**src/rtl/rtc_pkg.sv**
```systemverilog
package rtc_pkg;
    localparam int RTC_AW        = 7;
    localparam int RTC_DW        = 8;
    localparam int RTC_CLK_REGS  = 14;
    localparam int RTC_RAM_WORDS = (1 << RTC_AW) - RTC_CLK_REGS;

    typedef logic [RTC_AW-1:0] rtc_addr_t;

    localparam rtc_addr_t A_SEC      = 7'd0;
    localparam rtc_addr_t A_MIN      = 7'd1;
    localparam rtc_addr_t A_HOUR     = 7'd2;
    localparam rtc_addr_t A_DOW      = 7'd3;
    localparam rtc_addr_t A_DATE     = 7'd4;
    localparam rtc_addr_t A_MONTH    = 7'd5;
    localparam rtc_addr_t A_YEAR     = 7'd6;
    localparam rtc_addr_t A_ALM_SEC  = 7'd7;
    localparam rtc_addr_t A_ALM_MIN  = 7'd8;
    localparam rtc_addr_t A_ALM_HOUR = 7'd9;
    localparam rtc_addr_t A_CTRL     = 7'd10;
    localparam rtc_addr_t A_FLAGS    = 7'd11;
    localparam rtc_addr_t A_STATUS   = 7'd12;
    localparam rtc_addr_t A_SPARE    = 7'd13;
    localparam rtc_addr_t A_RAM_BASE = 7'(RTC_CLK_REGS);

    localparam int C_MODE12 = 0;
    localparam int C_DST    = 1;
    localparam int C_HOLD   = 2;
    localparam int C_AIE    = 3;
    localparam int C_UIE    = 4;

    typedef struct packed {
        logic [6:0] year;
        logic [3:0] month;
        logic [4:0] date;
        logic [2:0] dow;
        logic [4:0] hour;
        logic [5:0] min;
        logic [5:0] sec;
    } rtc_time_t;

    typedef enum logic [1:0] {
        S_IDLE,
        S_FROZEN,
        S_ADVANCE,
        S_REPORT
    } upd_state_e;

    function automatic logic [7:0] bin2bcd(input logic [6:0] v);
        logic [7:0] w;
        w = {1'b0, v};
        return ((w / 8'd10) << 4) | (w % 8'd10);
    endfunction

    function automatic logic [6:0] bcd2bin(input logic [7:0] b);
        return {3'b000, b[7:4]} * 7'd10 + {3'b000, b[3:0]};
    endfunction

    function automatic logic [4:0] days_in_month(input logic [3:0] mon, input logic leap);
        case (mon)
            4'd2:                      return leap ? 5'd29 : 5'd28;
            4'd4, 4'd6, 4'd9, 4'd11:   return 5'd30;
            default:                   return 5'd31;
        endcase
    endfunction
endpackage

```
**src/rtl/rtc_scratch_ram.sv**
```systemverilog
module rtc_scratch_ram #(
    parameter int WORDS = 114,
    parameter int AW    = 7,
    parameter int DW    = 8
) (
    input  logic          clk,
    input  logic          we,
    input  logic [AW-1:0] idx,
    input  logic [DW-1:0] wdata,
    output logic [DW-1:0] rdata
);
    logic [DW-1:0] mem [WORDS];

    always_ff @(posedge clk) begin
        if (we) mem[idx] <= wdata;
    end

    assign rdata = mem[idx];
endmodule

```
**src/rtl/rtc_update_fsm.sv**
```systemverilog
module rtc_update_fsm
    import rtc_pkg::*;
(
    input  logic      clk,
    input  logic      rst_n,
    input  logic      tick,
    input  logic      hold,
    input  logic      dst_en,
    input  logic      host_wr,
    input  rtc_time_t host_time,
    output rtc_time_t cur_o,
    output logic      uip_o,
    output logic      frozen_o,
    output logic      upd_done_o
);
    upd_state_e state_q, state_d;
    rtc_time_t  cur_q, nxt;
    logic       pending_q, back_done_q, nxt_back;
    logic       dst_fwd, dst_back, consume;

    // state register
    always_ff @(posedge clk) begin
        if (!rst_n) state_q <= S_IDLE;
        else        state_q <= state_d;
    end

    always_comb begin
        state_d = state_q;
        unique case (state_q)
            S_IDLE: begin
                if (hold)           state_d = S_FROZEN;
                else if (pending_q) state_d = S_ADVANCE;
            end
            S_FROZEN:  if (!hold) state_d = S_IDLE;
            S_ADVANCE: state_d = S_REPORT;
            S_REPORT:  state_d = S_IDLE;
        endcase
    end

    // outputs
    always_comb begin
        uip_o      = (state_q == S_ADVANCE) || (state_q == S_REPORT);
        frozen_o   = (state_q == S_FROZEN);
        upd_done_o = (state_q == S_REPORT);
    end

    assign consume = (state_q == S_IDLE) && (state_d == S_ADVANCE);
    assign cur_o   = cur_q;

    // next-second calculation
    always_comb begin
        nxt      = cur_q;
        nxt_back = back_done_q;
        dst_fwd  = dst_en && cur_q.hour == 5'd1 && cur_q.month == 4'd4
                   && cur_q.dow == 3'd1 && cur_q.date >= 5'd24;
        dst_back = dst_en && cur_q.hour == 5'd1 && cur_q.month == 4'd10
                   && cur_q.dow == 3'd1 && cur_q.date >= 5'd25 && !back_done_q;
        if (cur_q.sec != 6'd59) begin
            nxt.sec = cur_q.sec + 6'd1;
        end else begin
            nxt.sec = '0;
            if (cur_q.min != 6'd59) begin
                nxt.min = cur_q.min + 6'd1;
            end else begin
                nxt.min = '0;
                if (dst_fwd) begin
                    nxt.hour = 5'd3;
                end else if (dst_back) begin
                    nxt.hour = 5'd1;
                    nxt_back = 1'b1;
                end else if (cur_q.hour != 5'd23) begin
                    nxt.hour = cur_q.hour + 5'd1;
                end else begin
                    nxt.hour = '0;
                    nxt_back = 1'b0;
                    nxt.dow  = (cur_q.dow >= 3'd7) ? 3'd1 : cur_q.dow + 3'd1;
                    if (cur_q.date >= days_in_month(cur_q.month, cur_q.year[1:0] == 2'b00)) begin
                        nxt.date = 5'd1;
                        if (cur_q.month >= 4'd12) begin
                            nxt.month = 4'd1;
                            nxt.year  = (cur_q.year >= 7'd99) ? 7'd0 : cur_q.year + 7'd1;
                        end else begin
                            nxt.month = cur_q.month + 4'd1;
                        end
                    end else begin
                        nxt.date = cur_q.date + 5'd1;
                    end
                end
            end
        end
    end

    always_ff @(posedge clk) begin
        if (!rst_n) begin
            cur_q       <= '{year: 7'd0, month: 4'd1, date: 5'd1, dow: 3'd1,
                             hour: 5'd0, min: 6'd0, sec: 6'd0};
            pending_q   <= 1'b0;
            back_done_q <= 1'b0;
        end else begin
            pending_q <= tick | (pending_q & ~consume);
            if (state_q == S_ADVANCE) begin
                cur_q       <= nxt;
                back_done_q <= nxt_back;
            end else if (host_wr && state_q == S_FROZEN) begin
                cur_q <= host_time;
            end
        end
    end

    // a held clock keeps its value unless the host writes it
    a_r7_frozen_stable: assert property (@(posedge clk) disable iff (!rst_n)
        (state_q == S_FROZEN && !host_wr) |=> $stable(cur_q));
    // every advance produces a different time
    a_r2_advance_moves: assert property (@(posedge clk) disable iff (!rst_n)
        (state_q == S_ADVANCE) |=> (cur_q != $past(cur_q)));
    // update-ended is always preceded by the in-progress window
    a_r8_done_after_uip: assert property (@(posedge clk) disable iff (!rst_n)
        upd_done_o |-> $past(uip_o));
endmodule

```
**src/rtl/rtc_calendar_top.sv**
```systemverilog
module rtc_calendar_top
    import rtc_pkg::*;
(
    input  logic        clk,
    input  logic        rst_n,
    input  logic        tick_1hz,
    input  logic        backup_lost,
    input  logic        wr_en,
    input  logic        rd_en,
    input  logic [6:0]  addr,
    input  logic [7:0]  wdata,
    output logic [7:0]  rdata,
    output logic        irq
);
    rtc_time_t cur, host_time;
    logic      uip, frozen, upd_done, time_wr;
    logic [4:0] ctrl_q;
    logic [7:0] alm_sec_q, alm_min_q, alm_hour_q;
    logic       uf_q, af_q, valid_q;
    logic [7:0] rdata_q, rd_mux, ram_rd;
    logic [7:0] sec_b, min_b, hour_b, dow_b, date_b, month_b, year_b;
    logic [6:0] hr_in, hr24_in;
    logic [6:0] ram_idx;
    logic       ram_we, alarm_hit, flags_rd;

    assign time_wr = wr_en && ctrl_q[C_HOLD] && (addr <= A_YEAR);

    rtc_update_fsm u_fsm (
        .clk        (clk),
        .rst_n      (rst_n),
        .tick       (tick_1hz),
        .hold       (ctrl_q[C_HOLD]),
        .dst_en     (ctrl_q[C_DST]),
        .host_wr    (time_wr),
        .host_time  (host_time),
        .cur_o      (cur),
        .uip_o      (uip),
        .frozen_o   (frozen),
        .upd_done_o (upd_done)
    );

    assign ram_we  = wr_en && (addr >= A_RAM_BASE);
    assign ram_idx = addr - A_RAM_BASE;

    rtc_scratch_ram #(.WORDS(RTC_RAM_WORDS), .AW(RTC_AW), .DW(RTC_DW)) u_ram (
        .clk   (clk),
        .we    (ram_we),
        .idx   (ram_idx),
        .wdata (wdata),
        .rdata (ram_rd)
    );

    // BCD view of the running time
    always_comb begin
        sec_b   = bin2bcd({1'b0, cur.sec});
        min_b   = bin2bcd({1'b0, cur.min});
        dow_b   = bin2bcd({4'b0, cur.dow});
        date_b  = bin2bcd({2'b0, cur.date});
        month_b = bin2bcd({3'b0, cur.month});
        year_b  = bin2bcd(cur.year);
        if (!ctrl_q[C_MODE12])         hour_b = bin2bcd({2'b0, cur.hour});
        else if (cur.hour == 5'd0)     hour_b = 8'h12;
        else if (cur.hour < 5'd12)     hour_b = bin2bcd({2'b0, cur.hour});
        else if (cur.hour == 5'd12)    hour_b = 8'h92;
        else                           hour_b = 8'h80 | bin2bcd({2'b0, cur.hour - 5'd12});
    end

    // host BCD write converted into the binary time record
    always_comb begin
        hr_in = bcd2bin({3'b000, wdata[4:0]});
        if (!ctrl_q[C_MODE12])   hr24_in = bcd2bin({2'b00, wdata[5:0]});
        else if (hr_in == 7'd12) hr24_in = wdata[7] ? 7'd12 : 7'd0;
        else                     hr24_in = wdata[7] ? hr_in + 7'd12 : hr_in;
        host_time = cur;
        case (addr)
            A_SEC:   host_time.sec   = 6'(bcd2bin(wdata));
            A_MIN:   host_time.min   = 6'(bcd2bin(wdata));
            A_HOUR:  host_time.hour  = 5'(hr24_in);
            A_DOW:   host_time.dow   = 3'(bcd2bin(wdata));
            A_DATE:  host_time.date  = 5'(bcd2bin(wdata));
            A_MONTH: host_time.month = 4'(bcd2bin(wdata));
            A_YEAR:  host_time.year  = bcd2bin(wdata);
            default: ;
        endcase
    end

    assign alarm_hit = (sec_b == alm_sec_q) && (min_b == alm_min_q) && (hour_b == alm_hour_q);
    assign irq       = (af_q & ctrl_q[C_AIE]) | (uf_q & ctrl_q[C_UIE]);
    assign flags_rd  = rd_en && (addr == A_FLAGS);

    always_comb begin
        case (addr)
            A_SEC:      rd_mux = sec_b;
            A_MIN:      rd_mux = min_b;
            A_HOUR:     rd_mux = hour_b;
            A_DOW:      rd_mux = dow_b;
            A_DATE:     rd_mux = date_b;
            A_MONTH:    rd_mux = month_b;
            A_YEAR:     rd_mux = year_b;
            A_ALM_SEC:  rd_mux = alm_sec_q;
            A_ALM_MIN:  rd_mux = alm_min_q;
            A_ALM_HOUR: rd_mux = alm_hour_q;
            A_CTRL:     rd_mux = {3'b000, ctrl_q};
            A_FLAGS:    rd_mux = {irq, 5'b00000, af_q, uf_q};
            A_STATUS:   rd_mux = {valid_q, 6'b000000, uip};
            A_SPARE:    rd_mux = 8'h00;
            default:    rd_mux = ram_rd;
        endcase
    end

    always_ff @(posedge clk) begin
        if (!rst_n) begin
            ctrl_q     <= '0;
            alm_sec_q  <= '0;
            alm_min_q  <= '0;
            alm_hour_q <= '0;
            uf_q       <= 1'b0;
            af_q       <= 1'b0;
            valid_q    <= 1'b0;
            rdata_q    <= '0;
        end else begin
            if (wr_en) begin
                case (addr)
                    A_ALM_SEC:  alm_sec_q  <= wdata;
                    A_ALM_MIN:  alm_min_q  <= wdata;
                    A_ALM_HOUR: alm_hour_q <= wdata;
                    A_CTRL:     ctrl_q     <= wdata[4:0];
                    A_STATUS:   valid_q    <= wdata[7];
                    default: ;
                endcase
            end
            if (backup_lost) valid_q <= 1'b0;
            if (upd_done) begin
                uf_q <= 1'b1;
                if (alarm_hit) af_q <= 1'b1;
            end else if (flags_rd) begin
                uf_q <= 1'b0;
                af_q <= 1'b0;
            end
            if (rd_en) rdata_q <= rd_mux;
        end
    end

    assign rdata = rdata_q;

    // a flag read with no simultaneous update leaves irq low
    a_r9_read_clears: assert property (@(posedge clk) disable iff (!rst_n)
        (flags_rd && !upd_done) |=> !irq);
    // backup loss always invalidates
    a_r10_lost_invalid: assert property (@(posedge clk) disable iff (!rst_n)
        backup_lost |=> !valid_q);
    // no update runs while the host holds the clock
    a_r7_held_no_update: assert property (@(posedge clk) disable iff (!rst_n)
        frozen |-> !uip);
endmodule

```
**config.mk**
```make
export PLATFORM = sky130hd
export DESIGN_NAME = rtc_calendar_top
export DESIGN_NICKNAME = d
export VERILOG_FILES = /design/src/rtl/rtc_pkg.sv /design/src/rtl/rtc_scratch_ram.sv /design/src/rtl/rtc_update_fsm.sv /design/src/rtl/rtc_calendar_top.sv
export SDC_FILE = /design/constraint.sdc
export NUM_CORES = 1
export LEC_CHECK = 0
export BUFFER_PORTS_ARGS = -buffer_cell sky130_fd_sc_hd__buf_2
export CAP_MARGIN = 20
export CELL_PAD_IN_SITES_DETAIL_PLACEMENT = 0
export CELL_PAD_IN_SITES_GLOBAL_PLACEMENT = 1
export CORE_ASPECT_RATIO = 0.7
export CORE_MARGIN = 3
export CORE_UTILIZATION = 54
export CTS_CLUSTER_DIAMETER = 40
export DETAILED_ROUTE_END_ITERATION = 6
export PLACE_DENSITY = 0.8
export SETUP_SLACK_MARGIN = 0.4
export SLEW_MARGIN = 15
export SYNTH_ARGS = -nofsm -noshare
export SYNTH_HDL_FRONTEND = slang
export SYNTH_HIERARCHICAL = 1
export SYNTH_SLANG_ARGS = --single-unit
```
**constraint.sdc**
```tcl
create_clock -name clk -period 4.3 [get_ports clk]
set_input_delay 0.43 -clock clk [delete_from_list [all_inputs] [get_ports clk]]
set_output_delay 0.43 -clock clk [all_outputs]
set_load 0.02 [all_outputs]
```
==> flow_summary.json <==
{
  "grt_pass1_wl_mm": 216,
  "post-route-drc-count": 0,
  "setup_viol": 0,
  "syn-num-nets": 3283,
  "drt_first_pass_iters": 6,
  "stdcell_area_sq_um": 51000,
  "ys.flop_type": "edfxtp_1",
  "grt_max_degree": 120,
  "die_h_um": 245,
  "max_slew_margin": 0.198,
  "cp_slowest_cell": "or4_1",
  "synth_commonest_cells": "edfxtp_1, nor2_1, nand2_1",
  "antenna_left": 0,
  "placed_area_sq_um": 47000,
  "hold_path.class": "input pin to flop",
  "hold_violations": 0,
  "clkTransAtPathRegs_ns": 0.07,
  "grt_antenna_before_repair": 7,
  "start_util": 0.552,
  "core_sq_um": 79700,
  "yosys.area.top_type_share": 0.623,
  "grtUsageTotal": 0.353,
  "yosysSeqAreaShare": 0.659,
  "area_growth_syn_to_layout_pct": 16.0,
  "p_sw_frac": 0.247,
  "stdcell_count": 4574,
  "synth_edf_count": 912,
  "dpl.cell_count": 4359,
  "n_fill_cell": 5759,
  "drive_above_1_share": 0.192,
  "cp.arrival_ns": 4.29,
  "root_buffer": "clkbuf_16",
  "cts.sinks": 992,
  "worstMarginPinSlew_ns": 1.20,
  "syn_inst": 3211,
  "syn-cell-area_sq_um": 44000,
  "synth_area_leaders": "edfxtp_1, dfxtp_1, a221oi_1",
  "endpoint_kind": "flop",
  "ys_warn_count": 6,
  "clkLatencyLatePin_ns": 0.70,
  "dr.first_iter.drc_count": 5030,
  "postCtsSetupRepairBufs": 0,
  "setup_tns_ns": 0,
  "path_class": "flop to flop",
  "power-per-cell-area_nw_per_um2": 449,
  "peakVddDrop_uv": 434,
  "cp_max_fo": 13,
  "die_width_um": 347,
  "async_reset_ff_frac": 0,
  "die_area_sq_um": 85000,
  "port_buffers": 29,
  "synth.distinct_cells": 109,
  "fin_crit_sh": 0.861,
  "yosysTopAreaCell": "edfxtp_1",
  "p_clk_frac": 0.445,
  "grt_setup_unrepaired": "false",
  "max_freq_ghz": 0.270,
  "cts_max_level": 3,
  "avgRoutedWirePerCell_um": 33.2,
  "status": "finished clean",
  "synth_seq_cells": 992,
  "path_cells": "buf_4 -> nand2_1 -> nor2_1 -> a311oi_1 -> ha_1 -> nor4_1 -> a211oi_1 -> xnor2_1 -> or4_1 -> a2111oi_0 -> nand4_1 -> o31ai_1",
  "fin_ws_ns": 0.598,
  "pre_cts_ws_ns": 0.119,
  "switchingPower_uw": 5650,
  "max_stage_delay_ns": 0.58,
  "p_leak_uw": 0.0171,
  "num_vias": 32000,
  "fin_crit_ns": 3.70,
  "cap_violations": 0,
  "dp_hpwl_mm": 104,
  "cts_buffers": 111,
  "cts_tree": "done",
  "skew_ns": 0.0274,
  "num_io_pins": 30,
  "syn_avg_cell_area_sq_um": 13.7,
  "cp-start-kind": "flop",
  "grt_pass1_vias": 29700,
  "overflow": 0,
  "rows": 86,
  "nets": 3491,
  "slew_viol_final": 0,
  "synth.most_common_cell": "edfxtp_1",
  "cp.required_ns": 4.89,
  "routed_wl_mm": 152,
  "power_frac_comb": 0.091,
  "p_int_uw": 17200,
  "cts.path.max_buffers": 3,
  "seq_power_share": 0.464,
  "viasPerCell": 6.99,
  "globalplace.congestion": 1.05
}
placed cells by master (no fill, tap or decap), types with 21 or more instances in the layout:
| cell type | netlist | final |
|---|---|---|
| edfxtp_1 | 912 | 912 |
| buf_4 | 2 | 285 |
| nor2_1 | 232 | 228 |
| nand2_1 | 220 | 220 |
| a221oi_1 | 148 | 148 |
| o21ai_0 | 137 | 137 |
| a21oi_1 | 133 | 133 |
| clkbuf_16 | 0 | 114 |
| mux2i_1 | 102 | 102 |
| a22oi_1 | 101 | 101 |
| dfxtp_1 | 80 | 77 |
| nand3_1 | 67 | 67 |
| nor2b_1 | 57 | 54 |
| ha_1 | 49 | 48 |
| inv_1 | 46 | 44 |
| mux2_2 | 44 | 44 |
| mux4_2 | 42 | 42 |
| nor3_1 | 40 | 40 |
| o22ai_1 | 39 | 39 |
| nand2b_1 | 27 | 27 |
| a22o_1 | 25 | 25 |
| a211oi_1 | 25 | 24 |
| a31oi_1 | 24 | 24 |
| o221ai_1 | 23 | 23 |
| xnor2_1 | 23 | 22 |
| xor2_1 | 23 | 21 |
critical path: cells and delay by family (launching register included):
kind | cells | cell delay [ns]
AOI/OAI and AO/OA | 4 | 1.38
xor gates and xnor gates | 1 | 0.39
adders and majority gates | 1 | 0.23
buffers and inverters | 1 | 0.21
DFF | 1 | 0.37
and+or+nand+nor | 5 | 1.02
registers in the layout (all words and copies together) (netlist names):
name	cells
valid_q	1
alm_min_q	8
alm_hour_q	8
u_fsm/cur_o	36
ctrl_q	5
uf_q	1
u_fsm/back_done_q	1
af_q	1
rdata	8
u_fsm/state_q	2
u_ram/mem	912
alm_sec_q	8
u_fsm/pending_q	1
path summary, 6_finish.rpt:
path / start / endpoint / slack [ns] / depth (start not counted)
worst max-delay path: u_fsm/cur_o[2] / af_q / 0.60 / 12
worst min-delay path: wdata[2] / u_ram/mem[69][2] / 0.15 / 1
worst max register to register: u_fsm/cur_o[2] / af_q / 0.60 / 12
worst min register to register: u_fsm/pending_q / u_fsm/pending_q / 0.49 / 2
power by group through the flow:
stage	sequential [uW]	clock (uW)	combinational, uW
after floorplan	10800	0	934
after global placement	10800	0	1960
after detailed placement	10800	0	1980
after CTS	10600	10300	1980
after global routing	10600	10700	2120
final	10600	10200	2080
layout make-up:
| cell class | count | area (sq um) | share of cell area |
|---|---|---|---|
| Antenna cell | 1 | 2.50 | 0.0000490 |
| Sequential cell | 992 | 29000 | 0.568 |
| Multi-Input combinational cell | 1940 | 13900 | 0.272 |
| Timing Repair Buffer | 326 | 2630 | 0.0516 |
| Clock inverter | 86 | 1110 | 0.0218 |
| Tap cell | 1056 | 1320 | 0.0259 |
| Clock buffer | 125 | 2910 | 0.0571 |
| Inverter | 48 | 188 | 0.00368 |
logic make-up (layout without fill, tap and decap cells):
family          after synthesis  in the layout  share of synthesized area
compound gates              874            874                      0.145
simple gates                774            774                     0.0852
buf+inv                     279            585                     0.0273
fa+ha+maj                    52             52                     0.0151
mux                         194            194                     0.0596
other cells                   0              1                          0
flops                       992            992                      0.659
xor+xnor                     46             46                    0.00916
timing repair:
item                                   CTS  global route
hold buffers                             2             0
pin swaps                                0             0
setup endpoints to repair                1             4
gates resized for setup                  1             3
endpoints found under the hold margin    2             0
through the flow:
| stage | utilization | hold slack [ns] | power (uW) |
|---|---|---|---|
| 3_3_place_gp | 0.589 | 0.465 | 12800 |
| 2_1_floorplan | - | 0.441 | 11800 |
| 6_report | 0.640 | 0.149 | 22900 |
| 5_1_grt | 0.640 | 0.149 | 23400 |
| 3_5_place_dp | 0.589 | 0.476 | 12800 |
| 4_1_cts | 0.640 | 0.129 | 22900 |
metal layers:
| layer | track usage | routed length (um) |
|---|---|---|
| met5 | 0 | 53 |
| met2 | 0.462 | 59800 |
| met1 | 0.544 | 63100 |
| met3 | 0.138 | 24800 |
| met4 | 0.0948 | 4230 |
(Power assumes the default switching activity.)
